$ cat config.mk
export PLATFORM = sky130hd
export DESIGN_NAME = cfgld_loader
export DESIGN_NICKNAME = d
export VERILOG_FILES = /design/src/rtl/cfgld_pkg.sv /design/src/rtl/cfgld_sync.sv /design/src/rtl/cfgld_pacer.sv /design/src/rtl/cfgld_loader.sv
export SDC_FILE = /design/constraint.sdc
export NUM_CORES = 1
export LEC_CHECK = 0
export BUFFER_PORTS_ARGS = -buffer_cell sky130_fd_sc_hd__buf_2
export CAP_MARGIN = 0
export CELL_PAD_IN_SITES_DETAIL_PLACEMENT = 1
export CELL_PAD_IN_SITES_GLOBAL_PLACEMENT = 1
export CORE_UTILIZATION = 30
export DETAILED_ROUTE_END_ITERATION = 10
export HOLD_SLACK_MARGIN = 0.06
export PLACE_DENSITY = 0.62
export SLEW_MARGIN = 20
export SYNTH_ARGS = -nofsm -noshare
export SYNTH_HDL_FRONTEND = slang
export SYNTH_SLANG_ARGS = --single-unit
$ cat constraint.sdc
create_clock -name clk -period 3.4 [get_ports clk]
set_clock_uncertainty 0.2 [all_clocks]
set_input_delay 1.02 -clock clk [delete_from_list [all_inputs] [get_ports clk]]
set_output_delay 1.02 -clock clk [all_outputs]
set_load 0.005 [all_outputs]
$ cat src/rtl/cfgld_pkg.sv
package cfgld_pkg;

  typedef enum logic [2:0] {
    ST_IDLE,
    ST_HOOK,
    ST_PROG,
    ST_INITREL,
    ST_BYTE,
    ST_BIT,
    ST_TAIL
  } ld_state_t;

  typedef enum logic [1:0] {
    PH_LOW,
    PH_DATA,
    PH_HIGH
  } pin_phase_t;

  localparam logic [2:0] ERR_NONE      = 3'd0;
  localparam logic [2:0] ERR_INIT_LOW  = 3'd1;
  localparam logic [2:0] ERR_INIT_HIGH = 3'd2;
  localparam logic [2:0] ERR_CRC       = 3'd3;
  localparam logic [2:0] ERR_DONE      = 3'd4;

endpackage

$ cat src/rtl/cfgld_sync.sv
module cfgld_sync #(
  parameter int             W       = 1,
  parameter int             STAGES  = 2,
  parameter logic [W-1:0]   RST_VAL = '0
) (
  input  logic         clk,
  input  logic         rst,
  input  logic [W-1:0] d,
  output logic [W-1:0] q
);
  logic [W-1:0] stage_r [STAGES];

  generate
    for (genvar s = 0; s < STAGES; s++) begin : g_stage
      if (s == 0) begin : g_first
        always_ff @(posedge clk) begin
          if (rst) stage_r[0] <= RST_VAL;
          else     stage_r[0] <= d;
        end
      end else begin : g_next
        always_ff @(posedge clk) begin
          if (rst) stage_r[s] <= RST_VAL;
          else     stage_r[s] <= stage_r[s-1];
        end
      end
    end
  endgenerate

  assign q = stage_r[STAGES-1];
endmodule

$ cat src/rtl/cfgld_pacer.sv
module cfgld_pacer #(
  parameter int DIV = 4
) (
  input  logic clk,
  input  logic rst,
  input  logic hold,
  output logic tick
);
  localparam int CW = (DIV > 1) ? $clog2(DIV) : 1;
  localparam logic [CW-1:0] LAST = CW'(DIV - 1);

  logic [CW-1:0] cnt_r;

  assign tick = (cnt_r == LAST);

  always_ff @(posedge clk) begin
    if (rst || hold) cnt_r <= '0;
    else if (tick)   cnt_r <= '0;
    else             cnt_r <= cnt_r + 1'b1;
  end
endmodule

$ cat src/rtl/cfgld_loader.sv
module cfgld_loader
  import cfgld_pkg::*;
#(
  parameter int DIV   = 4,
  parameter int TMO   = 100000,
  parameter int CNT_W = 16
) (
  input  logic             clk,
  input  logic             rst,
  input  logic             start_i,
  input  logic [CNT_W-1:0] total_bytes_i,
  input  logic [7:0]       byte_data_i,
  input  logic             byte_valid_i,
  output logic             byte_ready_o,
  input  logic             init_n_i,
  input  logic             done_i,
  output logic             prog_n_o,
  output logic             cclk_o,
  output logic             sdata_o,
  output logic             pre_hook_o,
  output logic             busy_o,
  output logic             ok_o,
  output logic [2:0]       err_o
);
  localparam int            TW       = $clog2(TMO + 1);
  localparam logic [TW-1:0] TMO_LAST = TW'(TMO - 1);

  ld_state_t        state_r;
  pin_phase_t       phase_r;
  logic [TW-1:0]    tmo_r;
  logic [CNT_W-1:0] left_r;
  logic [7:0]       shreg_r;
  logic [2:0]       bit_r;
  logic             init_n_s, done_s;
  logic             tick, pace_hold;
  logic             crc_hit, tmo_hit;

  cfgld_sync #(.W(2), .STAGES(2), .RST_VAL(2'b01)) u_sync (
    .clk (clk),
    .rst (rst),
    .d   ({done_i, init_n_i}),
    .q   ({done_s, init_n_s})
  );

  assign pace_hold = (state_r != ST_BIT) && (state_r != ST_TAIL);

  cfgld_pacer #(.DIV(DIV)) u_pacer (
    .clk  (clk),
    .rst  (rst),
    .hold (pace_hold),
    .tick (tick)
  );

  assign crc_hit      = !init_n_s && !done_s;
  assign tmo_hit      = (tmo_r == TMO_LAST);
  assign byte_ready_o = (state_r == ST_BYTE) && byte_valid_i &&
                        (left_r != '0) && !crc_hit;

  always_ff @(posedge clk) begin
    if (rst) begin
      state_r    <= ST_IDLE;
      phase_r    <= PH_LOW;
      tmo_r      <= '0;
      left_r     <= '0;
      shreg_r    <= '0;
      bit_r      <= '0;
      prog_n_o   <= 1'b1;
      cclk_o     <= 1'b0;
      sdata_o    <= 1'b1;
      pre_hook_o <= 1'b0;
      busy_o     <= 1'b0;
      ok_o       <= 1'b0;
      err_o      <= ERR_NONE;
    end else begin
      pre_hook_o <= 1'b0;
      case (state_r)
        ST_IDLE: begin
          if (start_i) begin
            busy_o     <= 1'b1;
            ok_o       <= 1'b0;
            err_o      <= ERR_NONE;
            pre_hook_o <= 1'b1;
            left_r     <= total_bytes_i;
            cclk_o     <= 1'b0;
            sdata_o    <= 1'b1;
            state_r    <= ST_HOOK;
          end
        end
        ST_HOOK: begin
          prog_n_o <= 1'b0;
          tmo_r    <= '0;
          state_r  <= ST_PROG;
        end
        ST_PROG: begin
          if (!init_n_s) begin
            prog_n_o <= 1'b1;
            tmo_r    <= '0;
            state_r  <= ST_INITREL;
          end else if (tmo_hit) begin
            prog_n_o <= 1'b1;
            busy_o   <= 1'b0;
            err_o    <= ERR_INIT_LOW;
            state_r  <= ST_IDLE;
          end else begin
            tmo_r <= tmo_r + 1'b1;
          end
        end
        ST_INITREL: begin
          if (init_n_s) begin
            tmo_r   <= '0;
            state_r <= ST_BYTE;
          end else if (tmo_hit) begin
            busy_o  <= 1'b0;
            err_o   <= ERR_INIT_HIGH;
            state_r <= ST_IDLE;
          end else begin
            tmo_r <= tmo_r + 1'b1;
          end
        end
        ST_BYTE: begin
          if (crc_hit) begin
            busy_o  <= 1'b0;
            err_o   <= ERR_CRC;
            state_r <= ST_IDLE;
          end else if (left_r == '0) begin
            sdata_o <= 1'b1;
            cclk_o  <= 1'b0;
            phase_r <= PH_LOW;
            tmo_r   <= '0;
            state_r <= ST_TAIL;
          end else if (byte_valid_i) begin
            shreg_r <= byte_data_i;
            bit_r   <= 3'd7;
            left_r  <= left_r - 1'b1;
            cclk_o  <= 1'b0;
            phase_r <= PH_LOW;
            state_r <= ST_BIT;
          end
        end
        ST_BIT: begin
          if (tick) begin
            case (phase_r)
              PH_LOW: begin
                sdata_o <= shreg_r[7];
                phase_r <= PH_DATA;
              end
              PH_DATA: begin
                cclk_o  <= 1'b1;
                phase_r <= PH_HIGH;
              end
              default: begin
                shreg_r <= {shreg_r[6:0], 1'b0};
                if (bit_r == 3'd0) begin
                  state_r <= ST_BYTE;
                end else begin
                  bit_r   <= bit_r - 1'b1;
                  cclk_o  <= 1'b0;
                  phase_r <= PH_LOW;
                end
              end
            endcase
          end
        end
        ST_TAIL: begin
          if (done_s) begin
            ok_o    <= 1'b1;
            busy_o  <= 1'b0;
            state_r <= ST_IDLE;
          end else if (tmo_hit) begin
            busy_o  <= 1'b0;
            err_o   <= ERR_DONE;
            state_r <= ST_IDLE;
          end else begin
            tmo_r <= tmo_r + 1'b1;
            if (tick) begin
              cclk_o  <= (phase_r == PH_LOW);
              phase_r <= (phase_r == PH_LOW) ? PH_HIGH : PH_LOW;
            end
          end
        end
        default: state_r <= ST_IDLE;
      endcase
    end
  end

  AST_HOOK_BEFORE_PROG: assert property (@(posedge clk) disable iff (rst)
    $fell(prog_n_o) |-> $past(pre_hook_o));
  AST_HOOK_SINGLE: assert property (@(posedge clk) disable iff (rst)
    pre_hook_o |=> !pre_hook_o);
  AST_NO_CLOCK_IN_PROG: assert property (@(posedge clk) disable iff (rst)
    !prog_n_o |-> !cclk_o);
  AST_DATA_STABLE_AT_RISE: assert property (@(posedge clk) disable iff (rst)
    $rose(cclk_o) |-> $stable(sdata_o));
  AST_READY_SINGLE: assert property (@(posedge clk) disable iff (rst)
    byte_ready_o |=> !byte_ready_o);
  AST_SUCCESS_IDLE: assert property (@(posedge clk) disable iff (rst)
    $rose(ok_o) |-> !busy_o);
  AST_RESULT_EXCLUSIVE: assert property (@(posedge clk) disable iff (rst)
    !(ok_o && (err_o != ERR_NONE)));
endmodule

# Word-level counts from Yosys, hierarchy flattened

Memories as Yosys holds them, arrays and structs flattened.
Cells that the tools add are included.
Widths: inputs -> output; s select.

Register bits: 60
Memory bits (writable): 4
Input port bits: 30
Output and inout bits: 10
Logic and storage cells: 188
Memories kept: 1

Memories:

| name           | depth | bits a word | read ports | clocked after Yosys merged registers in | wr ports | RTL line         | RTL |
|---|---|---|---|---|---|---|---|
| u_sync.stage_r | 2     | 2           | 2          | 0                                       | 2        | cfgld_sync.sv:11 | `logic [W-1:0] stage_r [STAGES];` |

Add/sub/neg operators: 4
Eq/ne operators: 37
Mux-type cells: 91
Bitwise gates (word level): 3
Reductions and logical operators: 38

Operators with widths:

| operator              | count |
|---|---|
| $mux 17               | 6 |
| $pmux 17 s5           | 1 |
| $mux 3                | 25 |
| $mux 16               | 4 |
| $mux 8                | 5 |
| $ne 2x2->1 const B    | 18 |
| $pmux 16 s2           | 1 |
| $mux 1                | 26 |
| $mux 2                | 11 |
| $pmux 3 s7            | 1 |
| $add 17x1->17 const B | 1 |
| $eq 17x17->1 const B  | 1 |
| $logic_not 16->1      | 1 |
| $pmux 8 s2            | 1 |
| $reduce_bool 16->1    | 1 |
| $sub 16x1->16 const B | 1 |
| $pmux 3 s5            | 1 |
| $reduce_and 5->1      | 3 |
| $ne 3x3->1 const B    | 4 |
| $reduce_and 6->1      | 2 |
| $reduce_and 10->1     | 1 |
| $reduce_bool 5->1     | 2 |
| $eq 3x3->1 const B    | 3 |
| $reduce_and 9->1      | 1 |
| 33 further kinds      | 52 |

# Logic depth before layout (Yosys ltp)

Depth in word-level cells: 6
Gate-level depth with buffers: 10
Gate-level depth less buffers: 7

# Hierarchy

Synthesis repeated with hierarchy kept, for this count alone.

Cells, all modules: 464
Area, all modules: 3634.7 um^2

By module, submodules not included:

| module       | times used | cells each | area an instance (um^2) | seq. area each (um^2) |
|---|---|---|---|---|
| cfgld_loader | 1          | 451        | 3449.6                  | 1161.1 |
| cfgld_sync   | 1          | 8          | 105.1                   | 80.1 |
| cfgld_pacer  | 1          | 5          | 80.1                    | 40.0 |

# Worst setup path after synthesis

No wires, ideal clock.

Path type: input to output
Start: in byte_valid_i
End: out byte_ready_o
Data arrival time: 1311 ps
Required time: 2180 ps
Slack: 869 ps
Stages: 2
Path buffers: 0
Cell sequence: o21ai_0 -> nor2_1

Longest elaborated chain between the ends: 3

RTL lines:

| what                           | RTL line           | RTL |
|---|---|---|
| start: declaration             | cfgld_loader.sv:13 | `input logic byte_valid_i,` |
| $logic_and 1x1->1 (2 in a row) | cfgld_loader.sv:56 | `assign byte_ready_o = (state_r == ST_BYTE) && byte_valid_i &&` |
| $logic_and 1x1->1              | cfgld_loader.sv:57 | `(left_r != '0) && !crc_hit;` |
| end: declaration               | cfgld_loader.sv:14 | `output logic byte_ready_o,` |

Every way passes these cells.

# Worst setup path after layout

Start: reg state_r[2]
End: out byte_ready_o

Longest elaborated chain between the ends: 4

RTL lines:

| what                           | RTL line           | RTL |
|---|---|---|
| start: declaration             | cfgld_loader.sv:28 | `ld_state_t state_r;` |
| start signal: assignment       | cfgld_loader.sv:61 | `state_r <= ST_IDLE;` |
| start signal: assignment       | cfgld_loader.sv:86 | `state_r <= ST_HOOK;` |
| start signal: assignment       | cfgld_loader.sv:92 | `state_r <= ST_PROG;` |
| $eq 3x3->1                     | cfgld_loader.sv:56 |  |
| $logic_and 1x1->1 (2 in a row) | cfgld_loader.sv:56 |  |
| $logic_and 1x1->1              | cfgld_loader.sv:57 |  |

Every way passes these cells.

==> metrics <==
Synth Warn #=0; Die ar.=0.0129 sq mm; WHS Path Cells=1; Clock Root Buffer=clkbuf_16; Worst-Skew Late Latency=0.34 ns; Design Power=3.07 mW; I/O Buffers=39; CTS HTree Levels=3; Reg2Reg Setup Slack=0.65 ns; measured slew at the worst slew-check pin=0.866 ns; Area growth syn-to-layout=18.3%; number of antenna violations at the first check in global routing=0; Die Y=114 um; Netlist Area Pre-Place=0.00375 sq mm; post-synth top area cell=dfxtp_1; slowest library cell on the worst path=dfxtp_1; vias per inst=5.52; minimum clock period=3.18 ns; Yosys cell types=77; crit path kind=reg2out; crit start category=flip-flop; RSZ-0062 raised after global routing=no; clock sinks=64; post-synthesis sequential area ratio=34.2%; DR iter-0 viols=169; cts hold-fix bufs=0; crit-path cells=clkinvlp_4 -> nor3_2 -> nand2_1 -> nor2_1 -> buf_2; prevailing post-synth register cell=dfxtp_1; CP arrival=1.96 ns; Worst Hold Class=reg2reg; reg2reg path depth=5; layout cells sized above 1=17.7%; commonest cells in the netlist=dfxtp_1, a21oi_1, nand2_1; clock share of power=30.1%; pwr dens=693 mW/mm^2; CP delay by family, top=flip-flops; final setup fails=0; Synth top area share=34.2%; outcome=completed; syn_area_per_cell=8.04 sq um; EDFF count, synth=0; DP HPWL=7840 um; n_diodes=0; sequential power share=32.0%; switching power=1.23 mW; Routed Antenna Nets=0; period utilization=93.6%; Tot GR Track Use=18.4%; core footprint=0.0121 sq mm; FP Rows=40; CTS Buffer Depth=2; DR pass1 iterations=4; Cells after Synth=466; ys async rst share=0%; nature of the critical path endpoint=primary output; Critical Path Start=state_r[2]; Switching Share=40.0%; placed cell area=0.00409 sq mm; GP Congestion=0.795; final hold violation count=0; Die X=114 um; Max Slew Vio Count=0; Wirelength per Cell=16.6 um; Logic pwr share=37.9%; synth top area cells=dfxtp_1, a21oi_1, nand2_1; Final WS setup=0.216 ns; worst hold start=u_sync.stage_r[0][0]; worst flop-to-flop path startpoint=state_r[2]; static leakage=1.63 nW; clock-pin slew on the worst setup and hold paths=0.06 ns; max_slew headroom=42.1%; syn_nets=502; Worst IR Drop VDD=0.238 mV; vias in the first global route=3732; Internal=1.84 mW; RR Endpoint=cclk_o; final non-filler cell area=0.00443 sq mm; Hold Path End=u_sync.stage_r[1][0]; setup TNS after final layout=0 ns; drt total wl=11100 um; Max Clk Rate=0.314 GHz; Worst Path Max Fanout=13; grt ovf=0; Num CTS Buffers=9; first-pass GRT wire length=18800 um; Place WS=0.480 ns; TritonCTS clock tree=built; DR DRC count=0; Starting Density=31.0%; Yosys reg bits=64; CP peak stage delay=0.63 ns; largest net degree at the start of global routing=29; Ports=40; vias=3699; critical path required time=2.18 ns; max cap viols=0; WP buf/inv=2; Final #Nets=533; cell with the most instances after synthesis=dfxtp_1
sequential cells by signal, summed over array words and instances (netlist names), 2 cells and up:
| register | flops |
|---|---|
| shreg_r | 8 |
| u_pacer.cnt_r | 2 |
| state_r | 3 |
| err_o | 3 |
| bit_r | 3 |
| left_r | 16 |
| tmo_r | 17 |
| phase_r | 2 |
| u_sync.stage_r | 4 |
worst max-delay path by stage:
stage / cells past startpoint / to / slack [ns]
after floorplan: 2 / byte_ready_o / 0.87
after global placement: 4 / byte_ready_o / 0.48
after detailed placement: 4 / byte_ready_o / 0.48
after CTS: 5 / byte_ready_o / 0.18
after global routing: 5 / byte_ready_o / 0.03
final: 5 / byte_ready_o / 0.22
cell type report:
class	instances	area (sq um)
Clock buffer	9	225
Clock inverter	7	72.6
Fill cell	1511	7680
Inverter	11	45.0
Multi-Input combinational cell	355	2280
Sequential cell	64	1280
Tap cell	168	210
Timing Repair Buffer	56	323
power groups by stage:
stage	Sequential, mW	Combinational [mW]	Clock [mW]
global placement	0.991	1.13	0
detailed placement	0.995	1.16	0
CTS	0.980	1.16	0.955
floorplan	0.929	0.907	0
finish	0.982	1.16	0.926
global route	1.00	1.31	0.994
timing repair:
| item | CTS | global route |
|---|---|---|
| setup buffers | 0 | 5 |
| endpoints found under the setup margin | 0 | 1 |
| gates resized for setup | 0 | 1 |
layout by cell type, fill, tap and decap left out, types with 11 or more instances in the layout:
master	Yosys	layout
dfxtp_1	64	64
a21oi_1	54	54
nand2_1	42	42
buf_2	6	39
o21ai_0	28	28
nor2_1	28	28
buf_4	1	17
nand3_1	14	14
nor3_1	12	11
mux2i_1	11	11
routing by layer:
metal  wire [um]  global-route usage, %
met4         190                   6.41
met2        5320                   30.5
met3         280                   4.04
met1        5310                   23.6
met5           0                      0
worst register-to-register path, stage by stage, from the launching register on:
cell and delay, ns:
dfxtp_1 0.63, or3b_1 0.53, buf_4 0.27, o32ai_1 0.74, o211ai_1 0.20, o31ai_1 0.10
cells by family (layout without fill, tap and decap cells):
family / Yosys count / after routing / synth area share (%)
AND/OR/NAND/NOR: 168 / 168 / 24.6
adder cells (fa/ha/maj): 6 / 6 / 2.00
flip-flops: 64 / 64 / 34.2
XOR/XNOR: 6 / 6 / 1.40
buffers and inverters: 47 / 83 / 5.24
AO/OA/AOI/OAI: 163 / 163 / 29.4
multiplexers: 12 / 12 / 3.24
stage by stage:
step,utilization [%],std cells,hold slack (ns)
after global routing,36.6,670,0.245
final,36.6,670,0.220
after global placement,33.8,649,0.196
after CTS,36.3,665,0.220
after detailed placement,33.8,649,0.206
after floorplan,-,466,0.189
(Power assumes the default switching activity.)
